## src/rtl/spi_clk_prescaler.sv

```systemverilog
`timescale 1ns/1ps
module spi_clk_prescaler #(
  parameter int PW = 5
) (
  input  logic          clk,
  input  logic          rst_n,
  input  logic          run,
  input  logic [PW-1:0] prescale,
  input  logic          cpol,
  input  logic          cpha,
  input  logic          capt_shift,
  output logic          sclk,
  output logic          launch,
  output logic          sample
);
  localparam int LW = PW - 1;

  logic [PW-1:0] div_raw, div, half, cnt, samp_pos;
  logic          en_q, lead, trail, at_min;

  assign div_raw = prescale[PW-1] ? {prescale[LW-1:0], 1'b0}
                                  : {1'b0, prescale[LW-1:0]};
  assign div     = (div_raw < PW'(2)) ? PW'(2) : div_raw;
  assign half    = (div + PW'(1)) >> 1;
  assign at_min  = (div == PW'(2));

  always_ff @(posedge clk or negedge rst_n) begin
    if (!rst_n) begin
      en_q <= 1'b0;
      cnt  <= '0;
    end else if (!run) begin
      en_q <= 1'b0;
      cnt  <= '0;
    end else begin
      en_q <= 1'b1;
      if (en_q) cnt <= (cnt >= div - PW'(1)) ? '0 : cnt + PW'(1);
    end
  end

  assign lead     = en_q && (cnt == '0);
  assign trail    = en_q && (cnt == half);
  assign samp_pos = (cpha ? half : PW'(0)) ^ PW'(capt_shift && at_min);

  assign sclk   = cpol ^ (en_q && (cnt < half));
  assign launch = cpha ? lead : trail;
  assign sample = en_q && (cnt == samp_pos);
endmodule

```

## config.mk

```make
export PLATFORM = sky130hd
export DESIGN_NAME = spi_clk_prescaler
export DESIGN_NICKNAME = d
export VERILOG_FILES = /design/src/rtl/spi_clk_prescaler.sv
export SDC_FILE = /design/constraint.sdc
export NUM_CORES = 1
export LEC_CHECK = 0
export ABC_AREA = 1
export BUFFER_PORTS_ARGS = -buffer_cell sky130_fd_sc_hd__buf_2
export CORE_MARGIN = 10
export CORE_UTILIZATION = 51
export CTS_CLUSTER_SIZE = 30
export DETAILED_ROUTE_END_ITERATION = 10
export GPL_ROUTABILITY_DRIVEN = 0
export PLACE_DENSITY = 0.8
export SLEW_MARGIN = 20
export SYNTH_ARGS = -nofsm -noshare
export SYNTH_HDL_FRONTEND = slang
export SYNTH_SLANG_ARGS = --single-unit
```

## constraint.sdc

```tcl
create_clock -name clk -period 2.91 [get_ports clk]
set_clock_uncertainty 0.05 [all_clocks]
set_input_delay 0.582 -clock clk [delete_from_list [all_inputs] [get_ports clk]]
set_output_delay 0.582 -clock clk [all_outputs]
set_load 0.01 [all_outputs]
```

==> impl_metrics.csv <==
group,metric,value,unit
status,status,"complete, but fails checks",
status,failed_checks,"setup timing",
detailed_routing,antenna_left,0,
floorplan,die_area,0.004046,sq mm
timing,hold_viol_final,0,
critical_path,critical_path_class,"input port to output pin",
timing,timing.slew.headroom,74.54,%
synth,synth_cells,152,
clocking,cts.sinks,6,
placement,place_hpwl,2.198,mm
synth,yosys_warnings,0,
clocking,cts_buffers,3,
cells_and_area,drive_gt1_share,46.91,%
cells_and_area,antenna_cells,0,
run,max-cap-violations,0,
critical_path,cp-start-kind,"input port",
floorplan,die_h,63.61,um
synth,ys_ff_latch,6,
global_route,grt_overflow,0,
timing,hold_slack,0.09982,ns
cells_and_area,layout_commonest_cell,"nand2_1",
detailed_routing,first_pass_iters,4,
timing,max_freq,0.2983,GHz
detailed_routing,drt_first_iter_violations,154,
floorplan,start_util,54.96,%
power,vdd_drop_max,0.0003296,V
timing,worst_slack,-0.4426,ns
detailed_routing,avgViaCountPerCell,6.082,
synth,synthMuxAreaShare,0,%
global_route,grt_usage,16.41,%
clocking,clock-root-buffer,"clkbuf_4",
cells_and_area,n_fill_cell,80,
cells_and_area,synthToLayoutAreaGrowth,59.48,%
power,power.density,287.5,mW/mm^2
synth,synth_top_family_by_area,"simple AND/OR/NAND/NOR gates",
cells_and_area,nNetsFinal,221,
clocking,htreeDepth,1,
placement,io_buffer_count,13,
timing,min_period,3.353,ns
detailed_routing,wl_per_cell,18.68,um
hold_path,hp-class,"input port to asynchronous set/reset pin",
synth,syn_area_per_cell,6.379,sq um
cells_and_area,final_cell_mix,"33 x nand2_1, 26 x buf_4, 16 x inv_1",
cells_and_area,post-route-util,87.66,%
synth,yosysSeqAreaShare,15.48,%
clocking,insertion_delay,0.25,ns
floorplan,ios,14,
detailed_routing,wirelength,4.092,mm
timing,rsz0062_at_grt,"true",
global_route,antenna_found_initial,0,
floorplan,num_rows,15,
synth,synth_compound_area_share,8.774,%
timing,finalCritPeriodShare,115.2,%
clocking,cts_hold_buf,0,
synth,synth_top_area_share,18.06,%
synth,yosysTopAreaCell,"ha_1",
critical_path,crit_required,2.28,ns
synth,synthXorXnorAreaFrac,3.613,%
power,p_leak,0.8250,nW
synth,syn_nets,177,
clocking,clk_pin_slew_worst_paths,0.05,ns
synth,synthTopCellsByArea,"ha_1 18%, nand2_1 16%, dfrtp_1 15%",
clocking,tritoncts,"yes",
critical_path,critical_path_arrival,2.72,ns
synth,netlist_area,969.7,sq um
synth,ys_types,25,
timing,final_max_slew_viol_count,0,
global_route,grt_max_degree,11,
timing,setup_viol,3,
critical_path,worstSetupEndpointType,"output pin",
floorplan,fp.dieW,63.61,um
detailed_routing,num_vias,1332,
synth,synth-adder-area-share,18.06,%
floorplan,coreArea,0.001764,sq mm
clocking,clockBufferDepth,2,
detailed_routing,drc,0,
synth,synth-simple-area-share,42.97,%
timing,worstMarginPinSlew,0.3815,ns
global_route,grt_pass1_vias,1242,
critical_path,worstPathMaxFanout,6,
global_route,grt_pass1_wl,5.595,mm
## path summary, 6_finish.rpt
check	startpoint	slack [ns]	cells past startpoint	endpoint
worst max register to register	cnt[2]$_DFFE_PN0P_	1.18	4	cnt[3]$_DFFE_PN0P_
worst min-delay path	rst_n	0.1	1	cnt[2]$_DFFE_PN0P_
worst min register to register	cnt[0]$_DFFE_PN0P_	0.56	2	cnt[0]$_DFFE_PN0P_
max in group asynchronous	rst_n	2.56	1	cnt[3]$_DFFE_PN0P_
worst max-delay path	prescale[4]	-0.44	18	sclk
min in group clk	run	0.42	1	en_q$_DFF_PN0_
## timing repair
item	4_1_cts	5_1_grt
pin swaps	19	24
setup endpoints to repair	3	4
resized for setup	25	28
buffers inserted	9	3
## sequential cells by signal, indices dropped and copies added, names as in the netlist
register,cells
cnt,5
en_q,1
## metrics by stage
| step | setup WS, ns | power, W | area [sq um] | cells | TNS (ns) |
|---|---|---|---|---|---|
| 2_1_floorplan | -0.1551 | 0.0002114 | 1002 | 152 | -0.1551 |
| 3_3_place_gp | -0.3534 | 0.0002714 | 1216 | 205 | -0.6632 |
| 3_5_place_dp | -0.4855 | 0.0002804 | 1216 | 205 | -1.005 |
| 4_1_cts | -0.3496 | 0.0003912 | 1406 | 216 | -0.6012 |
| 5_1_grt | -0.4893 | 0.0004769 | 1546 | 219 | -1.329 |
| 6_report | -0.4426 | 0.0004446 | 1546 | 219 | -1.078 |
## synth_stat cells (all sizes together)
master / instances
a41o: 1
o21bai: 1
o2111ai: 1
buf: 1
o21ai: 6
nor2: 12
o31ai: 1
nand2: 49
xor2: 2
ha: 14
nand4: 9
dfrtp: 6
a21oi: 2
xnor2: 2
a211oi: 1
or2: 1
clkbuf: 1
inv: 26
nand3: 16
## layout make-up
type	instances	area [sq um]	area share, %
sequential	6	150.1	9.709
inverter	26	112.6	7.282
tap	25	31.28	2.023
clock buffer	3	22.52	1.456
timing repair buffer	41	310.3	20.06
multi-input combinational	118	919.6	59.47
## critical path: stages
cell	delay [ns]
buf_12	0.11
clkinv_8	0.06
nand2_4	0.06
nand2_4	0.06
nor2_4	0.14
nand2_4	0.08
nand2_4	0.08
ha_4	0.16
nand2_4	0.06
o21ai_4	0.14
nand2_2	0.09
ha_4	0.28
inv_2	0.04
nor2_4	0.16
nand4_1	0.16
nand3_2	0.13
xnor2_2	0.13
buf_2	0.17
## kinds of logic (layout without fill, tap and decap cells)
family,count (synthesis),in the layout
AO/OA/AOI/OAI,13,13
XOR/XNOR,4,4
AND/OR/NAND/NOR,87,87
adder cells (fa/ha/maj),14,14
flip-flops,6,6
buffers and inverters,28,70
## per-layer routing
metal  vias up  wire (um)  global-route usage (%)
li1        582          -                       -
met1       644       1564                   18.33
met2        85       2092                   29.15
met3        21        266                   4.064
met4         0        168                   5.738
met5         -          0                       0
## power breakdown
part           total (W)  internal [W]  leakage [nW]  switching (W)
Combinational   0.000273      0.000120         0.731       0.000153
Sequential     0.0000964     0.0000877        0.0802     0.00000867
Clock          0.0000756     0.0000466        0.0138      0.0000290
Total           0.000445      0.000254         0.825       0.000190
Note: power is estimated with default switching activity, not from simulation.
